[src/rtl/csq_pkg.sv]
package csq_pkg;
    localparam int QL_W = 4;
    localparam logic [QL_W-1:0] QL_NONE = 4'hF;

    typedef enum logic [1:0] {
        ST_OK   = 2'd0,
        ST_HOLD = 2'd1,
        ST_LOST = 2'd2,
        ST_WTR  = 2'd3
    } flt_state_e;
endpackage

[src/rtl/csq_loss_filter.sv]
module csq_loss_filter
    import csq_pkg::*;
#(
    parameter int HOLD_W = 8,
    parameter int WTR_W  = 8
) (
    input  logic              clk_i,
    input  logic              rst_ni,
    input  logic              tick_i,
    input  logic              los_raw_i,
    input  logic [HOLD_W-1:0] holdoff_i,
    input  logic [WTR_W-1:0]  wtr_i,
    input  logic              clr_wtr_i,
    output logic              avail_o,
    output logic              los_o,
    output logic              wtr_act_o
);
    localparam int CW = (HOLD_W > WTR_W) ? HOLD_W : WTR_W;

    typedef struct packed {
        flt_state_e    st;
        logic [CW-1:0] cnt;
    } flt_reg_t;

    flt_reg_t     r_d, r_q;
    logic [CW:0]  inc;
    logic [CW:0]  hold_lim;
    logic [CW:0]  wtr_lim;

    assign hold_lim = {{(CW + 1 - HOLD_W){1'b0}}, holdoff_i};
    assign wtr_lim  = {{(CW + 1 - WTR_W){1'b0}}, wtr_i};
    assign inc      = {1'b0, r_q.cnt} + {{CW{1'b0}}, 1'b1};

    always_comb begin
        r_d = r_q;
        case (r_q.st)
            ST_OK: begin
                if (los_raw_i) begin
                    r_d.cnt = '0;
                    r_d.st  = (holdoff_i == '0) ? ST_LOST : ST_HOLD;
                end
            end
            ST_HOLD: begin
                if (!los_raw_i) begin
                    r_d.st = ST_OK;
                end else if (tick_i) begin
                    r_d.cnt = inc[CW-1:0];
                    if (inc >= hold_lim) r_d.st = ST_LOST;
                end
            end
            ST_LOST: begin
                if (!los_raw_i) begin
                    r_d.cnt = '0;
                    r_d.st  = (wtr_i == '0) ? ST_OK : ST_WTR;
                end
            end
            ST_WTR: begin
                if (los_raw_i) begin
                    r_d.cnt = '0;
                    r_d.st  = ST_LOST;
                end else if (clr_wtr_i) begin
                    r_d.st = ST_OK;
                end else if (tick_i) begin
                    r_d.cnt = inc[CW-1:0];
                    if (inc >= wtr_lim) r_d.st = ST_OK;
                end
            end
            default: r_d.st = ST_OK;
        endcase
    end

    always_ff @(posedge clk_i or negedge rst_ni) begin
        if (!rst_ni) begin
            r_q.st  <= ST_OK;
            r_q.cnt <= '0;
        end else begin
            r_q <= r_d;
        end
    end

    assign avail_o   = (r_q.st == ST_OK) || (r_q.st == ST_HOLD);
    assign los_o     = (r_q.st == ST_LOST);
    assign wtr_act_o = (r_q.st == ST_WTR);

    AST_LOST_NOT_AVAIL: assert property (@(posedge clk_i) disable iff (!rst_ni)
        los_o |-> (!avail_o && !wtr_act_o));
    AST_NO_TICK_NO_LOSS: assert property (@(posedge clk_i) disable iff (!rst_ni)
        (avail_o && !tick_i && holdoff_i != '0) |=> avail_o);
    AST_CLEAR_KEEPS_AVAIL: assert property (@(posedge clk_i) disable iff (!rst_ni)
        (avail_o && !los_raw_i) |=> avail_o);
    AST_WTR_BLOCKS: assert property (@(posedge clk_i) disable iff (!rst_ni)
        wtr_act_o |-> !avail_o);
    AST_CLR_RESTORES: assert property (@(posedge clk_i) disable iff (!rst_ni)
        (wtr_act_o && clr_wtr_i && !los_raw_i) |=> avail_o);
    AST_LOSS_IN_WTR: assert property (@(posedge clk_i) disable iff (!rst_ni)
        (wtr_act_o && los_raw_i) |=> los_o);
endmodule

[src/rtl/csq_ql_select.sv]
module csq_ql_select
    import csq_pkg::*;
(
    input  logic            clk_i,
    input  logic            rst_ni,
    input  logic            ssm_en_i,
    input  logic            ssm_valid_i,
    input  logic [QL_W-1:0] ssm_ql_i,
    input  logic [QL_W-1:0] ovr_ql_i,
    output logic [QL_W-1:0] eff_ql_o,
    output logic            ssm_fail_o
);
    typedef struct packed {
        logic [QL_W-1:0] ql;
        logic            fail;
    } ql_reg_t;

    ql_reg_t q_d, q_q;

    always_comb begin
        q_d.fail = ssm_en_i && !ssm_valid_i;
        if (!ssm_en_i || ovr_ql_i != QL_NONE) begin
            q_d.ql = ovr_ql_i;
        end else if (ssm_valid_i) begin
            q_d.ql = ssm_ql_i;
        end else begin
            q_d.ql = QL_NONE;
        end
    end

    always_ff @(posedge clk_i or negedge rst_ni) begin
        if (!rst_ni) begin
            q_q.ql   <= QL_NONE;
            q_q.fail <= 1'b0;
        end else begin
            q_q <= q_d;
        end
    end

    assign eff_ql_o   = q_q.ql;
    assign ssm_fail_o = q_q.fail;

    AST_OVR_WINS: assert property (@(posedge clk_i) disable iff (!rst_ni)
        (ssm_en_i && ovr_ql_i != QL_NONE) |=> (eff_ql_o == $past(ovr_ql_i)));
    AST_NO_SSM_USES_OVR: assert property (@(posedge clk_i) disable iff (!rst_ni)
        !ssm_en_i |=> (eff_ql_o == $past(ovr_ql_i)));
    AST_FAIL_GIVES_NONE: assert property (@(posedge clk_i) disable iff (!rst_ni)
        (ssm_en_i && !ssm_valid_i && ovr_ql_i == QL_NONE) |=> (eff_ql_o == QL_NONE && ssm_fail_o));
endmodule

[src/rtl/clk_src_qual_mon.sv]
module clk_src_qual_mon
    import csq_pkg::*;
#(
    parameter int HOLD_W = 8,
    parameter int WTR_W  = 8
) (
    input  logic              clk_i,
    input  logic              rst_ni,
    input  logic              tick_i,
    input  logic              los_raw_i,
    input  logic              ssm_en_i,
    input  logic              ssm_valid_i,
    input  logic [3:0]        ssm_ql_i,
    input  logic [3:0]        ovr_ql_i,
    input  logic [HOLD_W-1:0] holdoff_i,
    input  logic [WTR_W-1:0]  wtr_i,
    input  logic              clr_wtr_i,
    output logic              avail_o,
    output logic [3:0]        eff_ql_o,
    output logic              los_o,
    output logic              ssm_fail_o,
    output logic              wtr_act_o
);
    csq_loss_filter #(
        .HOLD_W (HOLD_W),
        .WTR_W  (WTR_W)
    ) u_filter (
        .clk_i     (clk_i),
        .rst_ni    (rst_ni),
        .tick_i    (tick_i),
        .los_raw_i (los_raw_i),
        .holdoff_i (holdoff_i),
        .wtr_i     (wtr_i),
        .clr_wtr_i (clr_wtr_i),
        .avail_o   (avail_o),
        .los_o     (los_o),
        .wtr_act_o (wtr_act_o)
    );

    csq_ql_select u_ql (
        .clk_i       (clk_i),
        .rst_ni      (rst_ni),
        .ssm_en_i    (ssm_en_i),
        .ssm_valid_i (ssm_valid_i),
        .ssm_ql_i    (ssm_ql_i),
        .ovr_ql_i    (ovr_ql_i),
        .eff_ql_o    (eff_ql_o),
        .ssm_fail_o  (ssm_fail_o)
    );

    AST_AVAIL_EXCLUSIVE: assert property (@(posedge clk_i) disable iff (!rst_ni)
        $countones({avail_o, los_o, wtr_act_o}) == 1);
endmodule

[config.mk]
export PLATFORM = sky130hd
export DESIGN_NAME = clk_src_qual_mon
export DESIGN_NICKNAME = d
export VERILOG_FILES = /design/src/rtl/csq_pkg.sv /design/src/rtl/csq_loss_filter.sv /design/src/rtl/csq_ql_select.sv /design/src/rtl/clk_src_qual_mon.sv
export SDC_FILE = /design/constraint.sdc
export NUM_CORES = 1
export LEC_CHECK = 0
export ABC_AREA = 0
export CORE_UTILIZATION = 42
export DETAILED_ROUTE_END_ITERATION = 10
export PLACE_DENSITY = 0.76
export RECOVER_POWER = 50
export SLEW_MARGIN = 20
export SYNTH_ARGS = -nofsm -noshare
export SYNTH_HDL_FRONTEND = slang
export SYNTH_SLANG_ARGS = --single-unit
export TNS_END_PERCENT = 5
[constraint.sdc]
create_clock -name clk_i -period 2.3 [get_ports clk_i]
set_input_delay 0.575 -clock clk_i [delete_from_list [all_inputs] [get_ports clk_i]]
set_output_delay 0.575 -clock clk_i [all_outputs]
set_load 0.02 [all_outputs]
==> results of run 1 <==
worst min-delay path, stage by stage (launching register included):
cell and delay (ns):
dfrtp_1 0.40, nand2_1 0.08, o21ai_2 0.05
kinds of logic (layout without fill, tap and decap cells):
family | after synthesis | in the layout | synth area share
XOR/XNOR | 6 | 6 | 0.0411
adder cells (fa/ha/maj) | 17 | 17 | 0.167
AND/OR/NAND/NOR | 43 | 43 | 0.167
flip-flops | 15 | 15 | 0.298
buffers and inverters | 28 | 97 | 0.0940
multiplexers | 2 | 2 | 0.0157
AO/OA/AOI/OAI | 36 | 36 | 0.218
routing by layer:
layer  part of all wire  up-vias
met3              0.053        8
li1                   -      650
met1               0.39      644
met2               0.54       38
met5                  0        -
met4              0.014        0
final cells by class:
| cell class | instances | area, um^2 |
|---|---|---|
| Multi-Input combinational cell | 104 | 1020 |
| Fill cell | 196 | 647 |
| Clock buffer | 4 | 26.3 |
| Timing Repair Buffer | 67 | 618 |
| Inverter | 26 | 97.6 |
| Tap cell | 31 | 38.8 |
| Sequential cell | 15 | 384 |
flip-flops by register name, summed over array words and instances, names as in the netlist:
signal,cells
u_ql.ssm_fail_o,1
u_filter.r_q,10
u_ql.eff_ql_o,4
synthesized netlist by cell type:
master    count  area (um^2)
clkinv_1      1         3.75
o32ai_1       1         8.76
o311ai_2      1         16.3
inv_1        24         90.1
nand2b_1      1         6.26
ha_1         17          213
o21a_1        6         45.0
nor2_2        1         6.26
a211o_4       1         17.5
xor2_1        4         35.0
o311a_2       1         11.3
and4_1        2         17.5
nor2_1        6         22.5
buf_6         2         22.5
dfstp_2       4          105
a211oi_1      1         7.51
nor3_1        2         10.0
nand3_1       4         20.0
nand2_1      16         60.1
mux2i_1       2         20.0
a21o_1        1         7.51
a41oi_1       1         8.76
nand4_1       4         25.0
o221ai_1      1         8.76
dfrtp_1      11          275
a21boi_0      1         7.51
a221o_1       1         10.0
o21ai_2       8         70.1
or4_1         1         7.51
inv_2         1         3.75
xnor2_1       2         17.5
and3_1        1         6.26
a21oi_1       5         25.0
nor4_1        4         25.0
nor2b_1       1         6.26
o21ai_0       7         35.0
cells in the final DEF, fill, tap and decap left out, types with 2 or more instances in the layout:
cell type        count
clkdlybuf4s50_1     33
buf_4               25
inv_1               20
nand2_1             14
ha_1                11
o21ai_2             10
dfrtp_1              8
o21a_1               6
inv_2                5
nor2_1               5
ha_4                 5
nand4_1              4
o21ai_0              4
buf_6                4
dfstp_2              4
a21oi_2              3
clkbuf_4             3
dlygate4sd3_1        3
dfrtp_2              3
nand2_2              2
nand3_2              2
xor2_4               2
xor2_2               2
a21oi_1              2
nor4_1               2
nor4_4               2
nor3_1               2
mux2i_1              2
dlymetal6s2s_1       2
path summary, 6_finish.rpt:
path	slack [ns]	end	from
min in group asynchronous	0.77	u_filter.r_q[7]$_DFFE_PN0P_	rst_ni
max reg2reg	-0.05	u_filter.r_q[8]$_DFFE_PN0P_	u_filter.r_q[0]$_DFFE_PN0P_
min	0.56	u_filter.r_q[7]$_DFFE_PN0P_	u_filter.r_q[7]$_DFFE_PN0P_
min reg2reg	0.56	u_filter.r_q[7]$_DFFE_PN0P_	u_filter.r_q[7]$_DFFE_PN0P_
max in group asynchronous	1.04	u_filter.r_q[0]$_DFFE_PN0P_	rst_ni
max	-0.05	u_filter.r_q[8]$_DFFE_PN0P_	u_filter.r_q[0]$_DFFE_PN0P_
power breakdown:
group	total [mW]	switching, mW	leakage (nW)	internal (mW)
Combinational	0.887	0.457	0.788	0.430
Sequential	0.384	0.0692	0.186	0.314
Clock	0.156	0.0880	0.0150	0.0676
per-stage QoR:
step	hold slack, ns	TNS (ns)	power (mW)	setup slack (ns)
after floorplan	0.279	-0.00937	0.841	-0.00469
after global placement	0.515	-0.371	1.09	-0.186
after detailed placement	0.538	-0.530	1.12	-0.267
after CTS	0.558	0	1.32	0.00249
after global routing	0.608	-0.257	1.52	-0.130
final	0.556	-0.0729	1.43	-0.0477
timing repair:
item | in CTS | in global routing
resized for setup | 17 | 29
setup buffers | 2 | 4
setup endpoints to repair | 3 | 4
pin swaps | 7 | 16
hold buffers | 0 | 0
==> summary.txt, run 1 <==
Clock network
  • Num Clock Sinks: 15
  • H-tree Lvls: 1
  • Clock Tree Root: clkbuf_4
  • CTS buffer count: 3
  • CTS tree: yes
  • CTS max path bufs: 2
  • Clock transition at path regs: 0.09 ns
  • Worst-Skew Late Latency: 0.29 ns

Detailed routing
  • Wirelength per Cell: 16.4 um
  • Vias: 1340
  • Post-route DRC: 4
  • Total Routed Length: 4.05 mm
  • Antenna violation net count after detailed routing: 0
  • 1st-pass router iterations: 7
  • Via/cell ratio: 5.43
  • Initial DRC count: 59

Timing
  • Min cycle time layout: 2.35 ns
  • Fin crit share: 1.02
  • Slew headroom: 0.525
  • Setup ws final: -0.0477 ns
  • Fin. Hold Viols: 0
  • Setup Skew: 0.00420 ns
  • Worst slew pin tran: 0.711 ns
  • Achievable Freq: 426 MHz
  • RSZ-0062 raised after global routing: true
  • Final setup viols: 2
  • Fin. max-slew vios: 0

GRT
  • Antenna violations before repair: 0
  • Grt met1 use: 0.304
  • Total track usage: 0.252
  • Grt peak-use layer: met2
  • Total gr overflow: 0
  • M3 GR Usage: 0.0544
  • Number of global-route vias before repair: 1413
  • GR met2 Demand/Resource: 0.445
  • First-pass GRT wire length: 6.26 mm
  • Largest net degree at the start of global routing: 16

Status
  • Status: complete, but fails checks
  • Failing checks: design-rule violations, negative setup slack

Die
  • Row cnt: 19
  • Core area: 2830 um^2
  • IO Pins: 39
  • Die Ht: 57.2 um
  • Initial core utilization: 0.452
  • Die Area: 3270 um^2
  • Die width: 57.2 um

Layout
  • Non-Filler Instances: 247
  • Layout area overhead: 70.8%
  • Post-route cell area: 2180 um^2
  • Nets@finish: 265
  • Final core occ: 0.771
  • Diode count: 0
  • Share of layout cells above drive strength 1: 0.389

Setup path
  • Critical Path AT: 2.56 ns
  • Crit path max fanout: 4
  • Critical path launch point type: flop
  • Worst setup EP type: flop
  • CP Cell Sequence: ha_4 -> buf_4 -> xor2_4 -> ha_1 -> a21oi_2 -> o221ai_2 -> o21a_1 -> o311ai_4 -> mux2i_1
  • Buf/Inv on CP: 1
  • Slowest stage delay, CP: 0.44 ns
  • CP Class: flop to flop
  • Reg2Reg Depth: 9
  • Instance count on the critical path: 9
  • CP required: 2.52 ns
  • Slowest cell on the critical path: dfrtp_2
  • Critical path's top delay family: compound AO/OA/AOI/OAI gates

Worst hold path
  • Min-Delay Path Class: flop to flop
  • Hold Crit Depth: 2

Power
  • Cell Pwr Density: 654 nW/um^2
  • VDD IR-drop max: 0.486 mV
  • LEAKAGE: 0.989 nW

Placed design
  • Port Buffers: 38
  • Placed Area: 1890 um^2
  • Detail Placement HPWL: 2.86 mm
  • Gpl congestion: 0.817
  • Placed cell count: 237

Synthesis
  • Avg Inst Size Synth: 8.69 um^2
  • Seq cells post-synth: 15
  • Synth warn: 0
  • Syn Inst Count: 147
  • Cell Area, Synth: 1280 um^2
  • Seq/Total Area, Yosys: 0.298
  • Syn Nets: 195
  • Yosys cell types: 36

Job
  • Max-capacitance violation count: 0
(Power assumes the default switching activity.)
==> run 2, diff against run 1 <==
CORE_UTILIZATION = 23   (was 42)
PLACE_DENSITY = not set   (was 0.76)
REMOVE_ABC_BUFFERS = 1   (was not set)
SKIP_LAST_GASP = 1   (was not set)
==> summary.txt, run 2 (synthesis gave the netlist of run 1 again) <==
Power
  • Power Total: 1.40 mW
  • Internal power: 0.838 mW
  • Logic pwr share: 0.582
  • Net Sw Power: 0.565 mW
  • VDD IR-drop max: 0.339 mV
  • Clock group share of total power: 0.152
  • Switching part of the total power: 0.403
  • Cell Pwr Density: 627 nW/um^2
  • Flop pwr share: 0.265
  • LEAKAGE: 1.01 nW

Die
  • Initial core utilization: 0.244
  • Core area: 5240 um^2
  • Row cnt: 26
  • IO Pins: 39
  • Die Ht: 76.5 um
  • Die Area: 5860 um^2
  • Die width: 76.5 um

Layout
  • Most frequent cells in the layout: clkdlybuf4s50_1 (35), buf_4 (32), inv_1 (20)
  • Layout area overhead: 75.1%
  • Nets@finish: 273
  • Final core occ: 0.427
  • Max FFs per register: 10
  • Largest Register: u_filter.r_q
  • Share of layout cells above drive strength 1: 0.375
  • Diode count: 0
  • Commonest non-fill, non-tap cell in the layout: clkdlybuf4s50_1

Timing
  • Slew headroom: 0.470
  • Fin. max-slew vios: 0
  • Min cycle time layout: 2.28 ns
  • Setup TNS: 0 ns
  • Fin. Hold Viols: 0
  • Setup ws final: 0.0249 ns
  • Worst slew pin tran: 0.796 ns
  • Achievable Freq: 440 MHz
  • Setup Skew: 0.00286 ns
  • RSZ-0062 raised after global routing: true
  • Fin crit share: 0.989
  • Final setup viols: 0

GRT
  • Total track usage: 0.124
  • Antenna violations before repair: 0
  • Largest net degree at the start of global routing: 16
  • Number of global-route vias before repair: 1348
  • First-pass GRT wire length: 5.87 mm
  • Total gr overflow: 0

Setup path
  • Worst setup EP type: flop
  • Slowest stage delay, CP: 0.39 ns
  • Critical path launch point type: flop
  • Slowest cell on the critical path: dfrtp_1
  • Reg2reg end: u_filter.r_q[8]$_DFFE_PN0P_
  • CP required: 2.47 ns
  • Worst reg2reg startpoint: u_filter.r_q[3]$_DFFE_PN0P_
  • CP Class: flop to flop
  • Critical path's top delay family: compound AO/OA/AOI/OAI gates
  • Buf/Inv on CP: 2
  • Internal reg-to-reg setup slack: 0.02 ns
  • Critical Path AT: 2.45 ns
  • Setup crit start: u_filter.r_q[3]$_DFFE_PN0P_
  • CP Cell Sequence: and4_4 -> nand2_2 -> xor2_2 -> inv_2 -> buf_6 -> ha_4 -> a211oi_2 -> o21ai_1 -> a41oi_2 -> o21ai_2 -> o311ai_4 -> mux2i_1
  • Crit path max fanout: 3
  • Reg2Reg Depth: 12

Detailed routing
  • Total Routed Length: 3.55 mm
  • Via/cell ratio: 4.51
  • Post-route DRC: 0
  • 1st-pass router iterations: 4
  • Vias: 1325
  • Initial DRC count: 16
  • Antenna violation net count after detailed routing: 0
  • Wirelength per Cell: 12.1 um

Worst hold path
  • Min-Delay Path Class: flop to flop
  • Hold Startpoint: u_filter.r_q[7]$_DFFE_PN0P_
  • End of the worst hold path: u_filter.r_q[7]$_DFFE_PN0P_
  • Hold Crit Depth: 2

Placed design
  • Gpl congestion: 0.817
  • Port Buffers: 38
  • Detail Placement HPWL: 2.64 mm
  • Worst slack at placement: -0.232 ns

Clock network
  • Worst-Skew Late Latency: 0.25 ns
  • Num Clock Sinks: 15
  • Clock Tree Root: clkbuf_8
  • CTS tree: yes
  • Hold buffers post-CTS: 0
  • CTS max path bufs: 2
  • CTS buffer count: 3
  • H-tree Lvls: 1
  • Clock transition at path regs: 0.06 ns

Status
  • Status: finished clean

Job
  • Max-capacitance violation count: 0
[run 2: cell types whose count changed in the layout (fill, tap and decap cells not counted), moves of 3 or more]
cell,previous run,this run
buf_4,25,32
clkbuf_4,3,0
clkbuf_8,0,3
dfrtp_1,8,11
dfrtp_2,3,0
[run 2: per-stage QoR]
step / hold WS, ns / area, um^2 / cells
after floorplan: 0.279 / 1250 / 145
after global placement: 0.528 / 1880 / 274
after detailed placement: 0.542 / 1880 / 274
after CTS: 0.568 / 2090 / 288
after global routing: 0.585 / 2240 / 294
final: 0.558 / 2240 / 294
[run 2: worst max-delay path by stage]
stage                                   to  slack, ns  depth (start not counted)
4_1_cts        u_filter.r_q[8]$_DFFE_PN0P_      -0.03                         10
3_5_place_dp   u_filter.r_q[8]$_DFFE_PN0P_      -0.23                          9
3_3_place_gp   u_filter.r_q[8]$_DFFE_PN0P_      -0.16                          9
5_1_grt        u_filter.r_q[8]$_DFFE_PN0P_      -0.10                         12
2_1_floorplan  u_filter.r_q[8]$_DFFE_PN0P_      -0.03                         10
6_report       u_filter.r_q[8]$_DFFE_PN0P_       0.02                         12
[run 2: final cells by class]
| class | instances | area [um^2] |
|---|---|---|
| multi-input cells | 104 | 956 |
| well taps | 70 | 87.6 |
| inverters | 26 | 97.6 |
| repair buffers | 75 | 669 |
| clock inverters | 1 | 5.00 |
| clock buffers | 3 | 41.3 |
| flip-flops and latches | 15 | 380 |
| fillers | 489 | 3000 |
[run 2: routing by layer]
metal | share of wire | global-route usage | routed length [um] | vias to the layer above
li1 | - | - | - | 669
met1 | 0.45 | 0.157 | 1580 | 630
met2 | 0.52 | 0.214 | 1840 | 24
met3 | 0.033 | 0.0335 | 118 | 2
met4 | 0.0023 | 0.0115 | 8 | 0
met5 | 0 | 0 | 0 | -
[run 2: what timing repair did]
| action | 4_1_cts | 5_1_grt |
|---|---|---|
| pin swaps | 8 | 12 |
| gates resized for setup | 18 | 22 |
| setup buffers | 10 | 6 |
| gates cloned | 0 | 0 |
| endpoints found under the setup margin | 2 | 4 |
[run 2: worst min-delay path, delay by kind of cell (launching register included)]
kind	cells	cell delay, ns
AOI/OAI and AO/OA	1	0.05
and+or+nand+nor	1	0.08
DFF	1	0.40
[run 2: power groups by stage]
stage | clock, mW | combinational, mW | sequential [mW]
floorplan | 0 | 0.404 | 0.373
global placement | 0 | 0.704 | 0.362
detailed placement | 0 | 0.709 | 0.364
CTS | 0.222 | 0.746 | 0.362
global route | 0.235 | 0.891 | 0.380
finish | 0.213 | 0.817 | 0.372
==> run 3, diff against run 2 <==
ABC_CLOCK_PERIOD_IN_PS = 2900   (was not set)
clock period = 2.9 ns   (was 2.3 ns; I/O delays follow)
==> summary.txt, run 3 (synthesis gave the netlist of run 1 again) <==
Timing
  • Slew headroom: 0.527
  • Min cycle time layout: 2.54 ns
  • Fin. Hold Viols: 0
  • Final setup viols: 0
  • Setup TNS: 0 ns
  • Worst slew pin tran: 0.707 ns
  • RSZ-0062 raised after global routing: false
  • Fin. max-slew vios: 0
  • WHS: 0.526 ns
  • Achievable Freq: 394 MHz
  • Setup Skew: 0.000959 ns
  • Fin crit share: 0.874

Layout
  • Diode count: 0
  • Most frequent cells in the layout: clkdlybuf4s50_1 (35), inv_1 (24), ha_1 (17)
  • Non-Filler Instances: 259
  • Post-route cell area: 1780 um^2
  • Nets@finish: 238
  • Layout area overhead: 39.6%
  • Commonest non-fill, non-tap cell in the layout: clkdlybuf4s50_1
  • Largest Register: u_filter.r_q
  • Max FFs per register: 10
  • Share of layout cells above drive strength 1: 0.116

Clock network
  • Hold buffers post-CTS: 0
  • Clock transition at path regs: 0.06 ns
  • Worst-Skew Late Latency: 0.24 ns
  • H-tree Lvls: 1
  • Num Clock Sinks: 15
  • Buffer count from post-CTS setup fixing: 0
  • CTS max path bufs: 2
  • CTS buffer count: 3
  • Resized Gates After CTS: 0
  • Clock Tree Root: clkbuf_8
  • CTS tree: yes

Placed design
  • Gpl congestion: 0.777
  • Port Buffers: 38
  • Placed cell count: 255
  • Placed Area: 1740 um^2
  • Detail Placement HPWL: 2.51 mm

Die
  • Die width: 76.5 um
  • Die Area: 5860 um^2
  • Core area: 5240 um^2
  • IO Pins: 39
  • Initial core utilization: 0.244
  • Row cnt: 26
  • Die Ht: 76.5 um

Status
  • Status: finished clean

GRT
  • First-pass GRT wire length: 5.14 mm
  • Antenna violations before repair: 0
  • Total track usage: 0.109
  • Grt peak-use layer: met2
  • M3 GR Usage: 0.0335
  • Number of global-route vias before repair: 1108
  • Total gr overflow: 0
  • GR met2 Demand/Resource: 0.177
  • Grt met1 use: 0.147
  • Largest net degree at the start of global routing: 16

Worst hold path
  • Hold Startpoint: u_filter.r_q[5]$_DFFE_PN0P_
  • Hold Crit Depth: 2
  • End of the worst hold path: u_filter.r_q[5]$_DFFE_PN0P_
  • Min-Delay Path Class: flop to flop

Detailed routing
  • Antenna violation net count after detailed routing: 0
  • 1st-pass router iterations: 4
  • Via/cell ratio: 4.42
  • Total Routed Length: 2.94 mm
  • Wirelength per Cell: 11.4 um
  • Vias: 1145
  • Initial DRC count: 33
  • Post-route DRC: 0

Power
  • LEAKAGE: 0.832 nW
  • Switching part of the total power: 0.398
  • Logic pwr share: 0.533
  • Power Total: 0.973 mW
  • Cell Pwr Density: 546 nW/um^2
  • Flop pwr share: 0.299
  • Clock group share of total power: 0.168
  • VDD IR-drop max: 0.238 mV
  • Internal power: 0.585 mW
  • Net Sw Power: 0.387 mW

Setup path
  • Internal reg-to-reg setup slack: 0.36 ns
  • CP required: 3.06 ns
  • Critical path launch point type: flop
  • CP Class: flop to flop
  • Worst reg2reg startpoint: u_filter.r_q[2]$_DFFE_PN0P_
  • Crit path max fanout: 6
  • Worst setup EP type: flop
  • Reg2reg end: u_filter.r_q[9]$_DFFE_PN0P_
  • Critical Path AT: 2.70 ns
  • Reg2Reg Depth: 11

Job
  • Max-capacitance violation count: 0
## run 3: critical path, cell delays in order (launching register included)
cell	delay, ns
dfrtp_1	0.44
and4_1	0.24
nand2_1	0.08
xor2_1	0.22
inv_1	0.13
ha_1	0.31
a211oi_1	0.22
o21ai_0	0.13
a41oi_1	0.20
o21ai_0	0.14
o311ai_2	0.13
mux2i_1	0.23
## run 3: worst max path at each step
stage	start	slack, ns	end
after global placement	wtr_i[2]	0.28	u_filter.r_q[8]$_DFFE_PN0P_
after global routing	u_filter.r_q[2]$_DFFE_PN0P_	0.13	u_filter.r_q[8]$_DFFE_PN0P_
after detailed placement	holdoff_i[6]	0.20	u_filter.r_q[8]$_DFFE_PN0P_
final	u_filter.r_q[2]$_DFFE_PN0P_	0.36	u_filter.r_q[9]$_DFFE_PN0P_
after floorplan	u_filter.r_q[0]$_DFFE_PN0P_	0.57	u_filter.r_q[8]$_DFFE_PN0P_
after CTS	u_filter.r_q[2]$_DFFE_PN0P_	0.33	u_filter.r_q[9]$_DFFE_PN0P_
## run 3: power groups by stage
| stage | registers (mW) | logic, mW | clock network (mW) |
|---|---|---|---|
| after CTS | 0.290 | 0.526 | 0.174 |
| after floorplan | 0.296 | 0.321 | 0 |
| after detailed placement | 0.294 | 0.522 | 0 |
| after global routing | 0.297 | 0.579 | 0.183 |
| after global placement | 0.293 | 0.520 | 0 |
| final | 0.291 | 0.518 | 0.163 |
## run 3: final cells by class
type	instances	area, um^2
fill	550	3450
sequential	15	380
multi-input combinational	104	777
inverter	26	97.6
timing repair buffer	40	395
tap	70	87.6
clock buffer	4	45.0
## run 3: stage by stage
stage	setup WS [ns]	util
after floorplan	0.568	-
after global placement	0.282	0.332
after detailed placement	0.200	0.332
after CTS	0.334	0.340
after global routing	0.128	0.340
final	0.364	0.340
## run 3: per-layer routing
layer	part of all wire	wire [um]
met3	0.039	114
met1	0.52	1520
met2	0.44	1310
met4	0	0
met5	0	0
